`src/rtl/tmds_deskew_pkg.sv`:
```
package tmds_deskew_pkg;

   typedef logic [9:0] tmds_sym_t;

   // the four TMDS control tokens
   localparam tmds_sym_t TOK_C0 = 10'b1101010100;
   localparam tmds_sym_t TOK_C1 = 10'b0010101011;
   localparam tmds_sym_t TOK_C2 = 10'b0101010100;
   localparam tmds_sym_t TOK_C3 = 10'b1010101011;

   typedef enum logic [1:0] {
      DS_IDLE = 2'd0,
      DS_FILL = 2'd1,
      DS_RUN  = 2'd2
   } ds_state_e;

   function automatic logic is_ctl_tok(input tmds_sym_t s);
      return (s == TOK_C0) || (s == TOK_C1) || (s == TOK_C2) || (s == TOK_C3);
   endfunction

endpackage

```
`src/rtl/dsk_lane_fifo.sv`:
```
module dsk_lane_fifo #(
   parameter int W     = 10,
   parameter int DEPTH = 16
) (
   input  logic         clk,
   input  logic         rst_n,
   input  logic         clr,
   input  logic         wr_en,
   input  logic [W-1:0] wr_data,
   input  logic         rd_en,
   output logic [W-1:0] head,
   output logic         ovf,
   output logic         udf
);
   localparam int AW = $clog2(DEPTH);
   localparam int CW = $clog2(DEPTH + 1);

   if ((1 << AW) != DEPTH) begin : g_bad_depth
      $error("dsk_lane_fifo: DEPTH must be a power of two");
   end

   logic [W-1:0]  mem [DEPTH];
   logic [AW-1:0] wp, rp;
   logic [CW-1:0] cnt;
   logic          full, empty, wr_ok, rd_ok;

   assign full  = (cnt == CW'(DEPTH));
   assign empty = (cnt == '0);
   assign ovf   = wr_en && full && !rd_en;
   assign udf   = rd_en && empty;
   assign wr_ok = wr_en && !clr && !ovf;
   assign rd_ok = rd_en && !clr && !udf;
   assign head  = mem[rp];

   always_ff @(posedge clk) begin
      if (wr_ok) mem[wp] <= wr_data;
   end

   always_ff @(posedge clk) begin
      if (!rst_n || clr) begin
         wp  <= '0;
         rp  <= '0;
         cnt <= '0;
      end else begin
         if (wr_ok) wp <= wp + 1'b1;
         if (rd_ok) rp <= rp + 1'b1;
         cnt <= cnt + CW'(wr_ok) - CW'(rd_ok);
      end
   end

   // occupancy never exceeds the storage
   a_r8_count_bound: assert property (@(posedge clk) disable iff (!rst_n)
      cnt <= CW'(DEPTH));

   // a write without a read grows the occupancy by one
   a_r3_fill_step: assert property (@(posedge clk) disable iff (!rst_n)
      (wr_ok && !rd_ok) |=> (cnt == $past(cnt) + 1'b1));

endmodule

```
`src/rtl/dsk_lane_marker.sv`:
```
module dsk_lane_marker
   import tmds_deskew_pkg::*;
(
   input  logic      clk,
   input  logic      rst_n,
   input  logic      clr,
   input  logic      adv,
   input  tmds_sym_t head,
   output logic      at_mark
);
   logic prev_pix;

   // remembers whether the last symbol taken from this lane was a pixel
   always_ff @(posedge clk) begin
      if (!rst_n || clr) prev_pix <= 1'b0;
      else if (adv)      prev_pix <= !is_ctl_tok(head);
   end

   assign at_mark = prev_pix && is_ctl_tok(head);

endmodule

```
`src/rtl/dsk_ctrl.sv`:
```
module dsk_ctrl
   import tmds_deskew_pkg::*;
#(
   parameter int PRIME = 8
) (
   input  logic clk,
   input  logic rst_n,
   input  logic lanes_ok,
   input  logic fault,
   input  logic align_evt,
   output logic wr_en,
   output logic run,
   output logic deskewed
);
   localparam int FW = $clog2(PRIME + 1);

   ds_state_e     state;
   logic [FW-1:0] fill_cnt;

   always_ff @(posedge clk) begin
      if (!rst_n) begin
         state    <= DS_IDLE;
         fill_cnt <= '0;
         deskewed <= 1'b0;
      end else if (fault) begin
         state    <= DS_IDLE;
         fill_cnt <= '0;
         deskewed <= 1'b0;
      end else begin
         case (state)
            DS_IDLE: if (lanes_ok) begin
               state    <= DS_FILL;
               fill_cnt <= '0;
            end
            DS_FILL: begin
               fill_cnt <= fill_cnt + 1'b1;
               if (fill_cnt == FW'(PRIME - 1)) state <= DS_RUN;
            end
            DS_RUN:  if (align_evt) deskewed <= 1'b1;
            default: state <= DS_IDLE;
         endcase
      end
   end

   assign wr_en = (state != DS_IDLE);
   assign run   = (state == DS_RUN);

   // without all lanes valid the idle state is kept
   a_r2_wait_all: assert property (@(posedge clk) disable iff (!rst_n)
      (state == DS_IDLE && !lanes_ok) |=> !wr_en);

   // a flush drops the aligned flag
   a_r9_flag_drop: assert property (@(posedge clk) disable iff (!rst_n)
      fault |=> !deskewed);

   // the flag is only ever seen with the read side running
   a_r9_flag_in_run: assert property (@(posedge clk) disable iff (!rst_n)
      deskewed |-> run);

endmodule

```
`src/rtl/tmds_lane_deskew.sv`:
```
module tmds_lane_deskew
   import tmds_deskew_pkg::*;
#(
   parameter int SYM_W = 10,
   parameter int LANES = 3,
   parameter int DEPTH = 16,
   parameter int PRIME = DEPTH / 2
) (
   input  logic                   clk,
   input  logic                   rst_n,
   input  logic [LANES-1:0]       lane_valid,
   input  logic [LANES*SYM_W-1:0] lane_sym,
   output logic [LANES*SYM_W-1:0] out_sym,
   output logic                   out_valid,
   output logic                   deskewed
);
   if (SYM_W != $bits(tmds_sym_t)) begin : g_bad_width
      $error("tmds_lane_deskew: SYM_W must match the TMDS symbol width");
   end
   if (PRIME < 1 || PRIME >= DEPTH) begin : g_bad_prime
      $error("tmds_lane_deskew: PRIME must lie in 1..DEPTH-1");
   end
   if (LANES < 2) begin : g_bad_lanes
      $error("tmds_lane_deskew: at least two lanes are needed");
   end

   logic             wr_en, run, fault, all_at_mark, align_evt;
   logic [LANES-1:0] at_mark, rd_en, ovf, udf;
   tmds_sym_t        head [LANES];

   assign all_at_mark = &at_mark;
   assign fault       = (|ovf) || (|udf);
   assign align_evt   = run && all_at_mark;
   assign out_valid   = run;

   for (genvar g = 0; g < LANES; g++) begin : g_lane
      // a lane parked on its marker only moves when every lane is parked
      assign rd_en[g] = run && (!at_mark[g] || all_at_mark);
      assign out_sym[g*SYM_W +: SYM_W] = head[g];

      dsk_lane_fifo #(
         .W     (SYM_W),
         .DEPTH (DEPTH)
      ) fifo_i (
         .clk     (clk),
         .rst_n   (rst_n),
         .clr     (fault),
         .wr_en   (wr_en),
         .wr_data (lane_sym[g*SYM_W +: SYM_W]),
         .rd_en   (rd_en[g]),
         .head    (head[g]),
         .ovf     (ovf[g]),
         .udf     (udf[g])
      );

      dsk_lane_marker mark_i (
         .clk     (clk),
         .rst_n   (rst_n),
         .clr     (fault),
         .adv     (rd_en[g] && !fault),
         .head    (head[g]),
         .at_mark (at_mark[g])
      );

      // a waiting lane keeps showing the same head symbol
      a_r5_hold_head: assert property (@(posedge clk) disable iff (!rst_n)
         (run && !fault && at_mark[g] && !all_at_mark) |=> (head[g] == $past(head[g])));

      // only a control token can park a lane
      a_r4_mark_is_ctl: assert property (@(posedge clk) disable iff (!rst_n)
         (run && !rd_en[g]) |-> is_ctl_tok(head[g]));
   end

   dsk_ctrl #(
      .PRIME (PRIME)
   ) ctrl_i (
      .clk       (clk),
      .rst_n     (rst_n),
      .lanes_ok  (&lane_valid),
      .fault     (fault),
      .align_evt (align_evt),
      .wr_en     (wr_en),
      .run       (run),
      .deskewed  (deskewed)
   );

   // an alignment event moves every lane in the same cycle
   a_r5_release_all: assert property (@(posedge clk) disable iff (!rst_n)
      (align_evt && !fault) |-> (rd_en == {LANES{1'b1}}));

endmodule

```
`config.mk`:
```
export PLATFORM = sky130hd
export DESIGN_NAME = tmds_lane_deskew
export DESIGN_NICKNAME = d
export VERILOG_FILES = /design/src/rtl/tmds_deskew_pkg.sv /design/src/rtl/dsk_lane_fifo.sv /design/src/rtl/dsk_lane_marker.sv /design/src/rtl/dsk_ctrl.sv /design/src/rtl/tmds_lane_deskew.sv
export SDC_FILE = /design/constraint.sdc
export NUM_CORES = 1
export LEC_CHECK = 0
export BUFFER_PORTS_ARGS = -buffer_cell sky130_fd_sc_hd__buf_2
export CAP_MARGIN = 20
export CORE_ASPECT_RATIO = 1.75
export CORE_MARGIN = 2
export CORE_UTILIZATION = 50
export CTS_CLUSTER_SIZE = 8
export DETAILED_ROUTE_END_ITERATION = 8
export MAX_ROUTING_LAYER = met4
export PLACE_DENSITY = 0.67
export SKIP_LAST_GASP = 1
export SYNTH_ARGS = -nofsm -noshare
export SYNTH_HDL_FRONTEND = slang
export SYNTH_SLANG_ARGS = --single-unit
```
`constraint.sdc`:
```
create_clock -name clk -period 8.7 [get_ports clk]
set_clock_uncertainty 0.2 [all_clocks]
set_input_delay 0.87 -clock clk [delete_from_list [all_inputs] [get_ports clk]]
set_output_delay 0.87 -clock clk [all_outputs]
set_load 0.005 [all_outputs]
```
Word level (Yosys, flattened, before mapping)
Memory sizes are Yosys's and may differ from the RTL's. A register that Yosys moved wholly into a read port is not among the register bits.
Cells that the tools add are included.
Cells by class
  $add $sub $neg: 13
  equal/unequal tests: 20
  multiplexer cells: 17
  bitwise logic cells: 2
  reduce and logical (&&, ||, !) cells: 71
Operators with widths (number)
  $eq A10 B10 Y1 const B: 6
  $eq A10 B8 Y1 const B: 3
  $eq A10 B9 Y1 const B: 3
  $add A4 B1 Y4 const B: 7
  $mux W4: 7
  $logic_and A1 B1 Y1: 26
  $logic_not A1 Y1: 17
  $add A5 B1 Y5: 3
  $eq A5 B5 Y1 const B: 3
  $logic_not A5 Y1: 3
  $sub A5 B1 Y5: 3
  $logic_or A1 B1 Y1: 14
  $reduce_and A3 Y1: 3
  $pmux W4 S2: 1
  $mux W1: 6
  $pmux W2 S3: 1
  $reduce_or A3 Y1: 2
  $eq A4 B3 Y1 const B: 1
  $mux W2: 2
  $ne A2 B1 Y1 const B: 2
  $reduce_and A2 Y1: 2
  $reduce_bool A2 Y1: 2
  $eq A2 B1 Y1 const B: 1
  $eq A2 B2 Y1 const B: 1
  3 further kinds: 4
Storage, ports and cells
  register bits: 49
  memory bits (writable): 480
  bits of input ports: 35
  output and inout port bits: 32
  word-level logic and storage cells: 141
  memories kept: 3
Memories
  g_lane[0].fifo_i.mem: words 16, width 10, read ports 1, clocked after Yosys merged registers in 1, wr ports 1, RTL line dsk_lane_fifo.sv:22  | logic [W-1:0] mem [DEPTH];
  g_lane[1].fifo_i.mem: words 16, width 10, read ports 1, clocked after Yosys merged registers in 1, wr ports 1, RTL line dsk_lane_fifo.sv:22
  g_lane[2].fifo_i.mem: words 16, width 10, read ports 1, clocked after Yosys merged registers in 1, wr ports 1, RTL line dsk_lane_fifo.sv:22

Logic depth before layout (Yosys ltp)
  depth in word-level cells: 17
  depth in mapped cells: 24
  mapped depth without buffers: 18

By module
Synthesis repeated with hierarchy kept, for this count alone.
Second synthesis, totals
  cell total of the unflattened synthesis: 1159
  area total of the unflattened synthesis: 21847.2 um^2
By module, submodules not included
  dsk_lane_fifo (g_lane[1].fifo_i): times used 1, cells each 357, area an instance 7024.2 um^2, seq. area each 5144.9 um^2
  dsk_lane_fifo (g_lane[0].fifo_i): times used 1, cells each 354, area an instance 7000.5 um^2, seq. area each 5144.9 um^2
  dsk_lane_fifo (g_lane[2].fifo_i): times used 1, cells each 355, area an instance 6947.9 um^2, seq. area each 5144.9 um^2
  dsk_lane_marker: times used 3, cells each 15, area an instance 148.9 um^2, seq. area each 20.0 um^2
  dsk_ctrl: times used 1, cells each 32, area an instance 302.8 um^2, seq. area each 140.1 um^2
  tmds_lane_deskew: times used 1, cells each 16, area an instance 125.1 um^2, seq. area each 0.0 um^2

Worst setup path before layout
OpenSTA, ideal clock, no wires.
  path type: register to register
  start point: register (tool-made name)
  end point: register g_lane[1].fifo_i.cnt[4]
  setup time: 0.130 ns
  arrival time: 4.750 ns
  data required time: 8.370 ns
  slack: 3.620 ns
  stages on the path, launching flop included: 24
  path buffers: 5
  clock period less this slack: 5.080 ns
  cell sequence: dfxtp_1 buf_2 buf_4 buf_2 mux4_2 a22oi_1 nand3_1 nor4_1 and4_1 o221ai_2 a22o_1 a21oi_4 buf_6 buf_4 nor3_1 ha_1 inv_1 ha_1 fa_1 a21oi_1 nor2_1 nor2_1 xnor2_1 nor3_1
RTL lines
  end signal, assigned: RTL line dsk_lane_fifo.sv:47  | cnt <= cnt + CW'(wr_ok) - CW'(rd_ok);
  end, declared: RTL line dsk_lane_fifo.sv:24  | logic [CW-1:0] cnt;

==> results.json <==
{
  "start_util": 0.5047,
  "io_pins": 67,
  "cp_cell_sequence": "buf_4, mux4_2, a22oi_1, nand3_1, nor4_1, and4_1, o221ai_1, a21o_1, nand2_2, buf_4, nor3b_1, ha_1, inv_1, ha_1, fa_1, a21oi_1, nor2_1, nor2_1, xnor2_1, nor3_1",
  "cts_buffers": 77,
  "status": "finished clean",
  "yosysSeqAreaShare": 0.7035,
  "wl_per_cell_microns": 24.25,
  "maxCapViolCount": 0,
  "drt_wl_total_microns": 49160,
  "finalMaxSlewViolations": 0,
  "io_buffers": 66,
  "area_delta_synth_final_pct": 16.63,
  "grt_first_pass_wirelength_microns": 74370,
  "relSlewSlack": 0.3243,
  "grt_max_degree": 52,
  "max_freq_mhz": 152.1,
  "rsz0062_at_grt": "no",
  "min_period_over_period": 0.7557,
  "placedCellCount": 1893,
  "worstSetupStartpointType": "flip-flop",
  "crit_type": "reg -> reg",
  "overflow": 0,
  "grt_antenna_before_repair": 2,
  "synth_seq_cells": 541,
  "ys_types": 65,
  "clk_pin_slew_worst_paths_ps": 50,
  "clockBufferDepth": 3,
  "synthTopCellsByArea": "edfxtp_1, mux4_2, dfxtp_1",
  "power_density_mw_per_mm2": 223.7,
  "yosysWarnings": 0,
  "h-tree-depth": 3,
  "ir_worst_vdd_mv": 0.2598,
  "wl_met2_microns": 26800,
  "clock_sinks": 541,
  "cp_slowest_cell": "dfxtp_2",
  "rr_endpoint": "g_lane[2].fifo_i.cnt[4]$_SDFF_PP0_",
  "synth_edf_count": 480,
  "rr_worst_depth": 20,
  "nets": 1475,
  "placement.cell_area_sq_mm": 0.02363,
  "ant_nets": 0,
  "yosysMostFrequentCell": "edfxtp_1",
  "r2r_slack_ps": 2130,
  "critPathBufInv": 3,
  "fillers": 3244,
  "hold_buffers": 0,
  "min_path_cells": 2,
  "final_hold_viol_count": 0,
  "setup_viol": 0,
  "ctsResizeCount": 0,
  "insertion_delay_ps": 590,
  "arrival_ps": 6830,
  "met1_length_microns": 17820,
  "crit_path_max_incr_delay_ps": 990,
  "crit_family": "simple AND/OR/NAND/NOR gates",
  "holdWs_ps": 298.3,
  "vias": 12115,
  "drc": 0,
  "period_minus_slack_ps": 6575,
  "grt_pass1_vias": 12642,
  "yosys-top-cells-count": "edfxtp_1, mux4_2, nor3_1, dfxtp_1, nand2_1",
  "hold_path_end": "ctrl_i.deskewed$_SDFFE_PP0P_",
  "synth_top_cell_by_area": "edfxtp_1",
  "path_max_fanout": 34,
  "firstDrtPassIters": 5,
  "endpoint_kind": "flip-flop",
  "die_x_microns": 163.4,
  "place_congestion": 0.8589,
  "routed.top_layer": "met4",
  "async_reset_ff_frac": 0,
  "final_design_area_no_fill_sq_mm": 0.02592,
  "dieArea_sq_mm": 0.04622,
  "worst_pin_slew_ps": 1014,
  "viasPerCell": 5.977,
  "finalNonFillerCells": 2027,
  "fp.dieH_microns": 282.9,
  "worstHoldStart": "ctrl_i.deskewed$_SDFFE_PP0P_",
  "drive_gt1_frac": 0.2725,
  "cts_tree": "done",
  "drt-initial-drc-count": 882,
  "avgSynthCellArea_sq_um": 17.57,
  "ys.flop_type": "edfxtp_1",
  "clock-root-buffer": "clkbuf_16",
  "fin_tns_setup_ps": 0,
  "track_usage": 0.2248,
  "synth_area_sq_mm": 0.02222,
  "routed-wl-met3_microns": 2627,
  "core_area_sq_mm": 0.04403,
  "dpl.hpwl_microns": 31560,
  "synth_top_area_frac": 0.6486,
  "crit_required_ps": 8950,
  "num_rows": 102,
  "hold_class": "reg -> reg",
  "power.leakage_nw": 8.348,
  "post_cts_buffers": 0,
  "postSynthCellCount": 1265,
  "syn_nets": 1337
}
where the power goes:
part           internal, mW  switching [mW]  leakage, nW
sequential             2.85          0.0148         4.81
clock                  1.68            1.05         1.07
combinational        0.0707           0.131         2.46
total                  4.61            1.19         8.35
state kept, by name, indices dropped and copies added, names as in the netlist, named ones only:
register and count:
ctrl_i.deskewed 1, ctrl_i.fill_cnt 4, g_lane.fifo_i.rp 12, g_lane.mark_i.prev_pix 3, g_lane.fifo_i.wp 12, ctrl_i.state 2
g_lane.fifo_i.cnt 15, g_lane.fifo_i.mem 480
final cells by class:
class	count	area, sq um	share of cell area
diodes	2	5.005	0.0001931
inverters	33	123.9	0.004779
well taps	572	715.7	0.02761
clock buffers	123	2142	0.08264
multi-input cells	622	6370	0.2458
flip-flops and latches	541	15640	0.6035
clock inverters	6	97.59	0.003765
repair buffers	128	823.3	0.03176
placed cells by master (no fill, tap or decap), drive strengths merged, types with 34 or more instances in the layout:
cell type,n
clkbuf,124
buf,127
dfxtp,61
mux4,116
inv,36
nand3,34
nand2,59
edfxtp,480
a22oi,34
nor3,66
nor4,36
ha,34
cells by family (layout without fill, tap and decap cells):
family,count (synthesis),after routing,synth area share
DFF,541,541,0.7035
and+or+nand+nor,315,315,0.07753
muxes,153,153,0.1348
buffers and inverters,102,290,0.02134
AOI/OAI and AO/OA,90,90,0.03035
adders and majority gates,37,37,0.02184
xor gates and xnor gates,27,27,0.01064
other,0,2,0
tightest hold or removal path, stage by stage (launching register included):
cell and delay (ps):
dfxtp_1 310, nor2_1 100, nor3_1 50
metal layers:
metal | up-vias | global-route usage
li1 | 5373 | -
met5 | - | -
met4 | 0 | 0.1003
met1 | 6247 | 0.2452
met3 | 109 | 0.03859
met2 | 386 | 0.4004
worst max path at each step:
stage	from	to	slack [ps]	cells past startpoint
finish	flip-flop	g_lane[2].fifo_i.cnt[4]$_SDFF_PP0_	2130	20
detailed placement	flip-flop	g_lane[2].fifo_i.cnt[4]$_SDFF_PP0_	2070	20
floorplan	flip-flop	g_lane[1].fifo_i.cnt[4]$_SDFF_PP0_	3620	23
global placement	flip-flop	g_lane[2].fifo_i.cnt[4]$_SDFF_PP0_	2260	20
global route	flip-flop	g_lane[2].fifo_i.cnt[4]$_SDFF_PP0_	1600	20
CTS	flip-flop	g_lane[2].fifo_i.cnt[4]$_SDFF_PP0_	2070	20
stage by stage:
| step | setup slack [ps] | power (mW) | utilization |
|---|---|---|---|
| CTS | 2071 | 5.850 | 0.5875 |
| global route | 1596 | 5.972 | 0.5887 |
| detailed placement | 2075 | 3.118 | 0.5367 |
| global placement | 2260 | 3.110 | 0.5364 |
| floorplan | 3620 | 3.034 | - |
| finish | 2125 | 5.798 | 0.5887 |
Power figures use the tool's default switching activity.
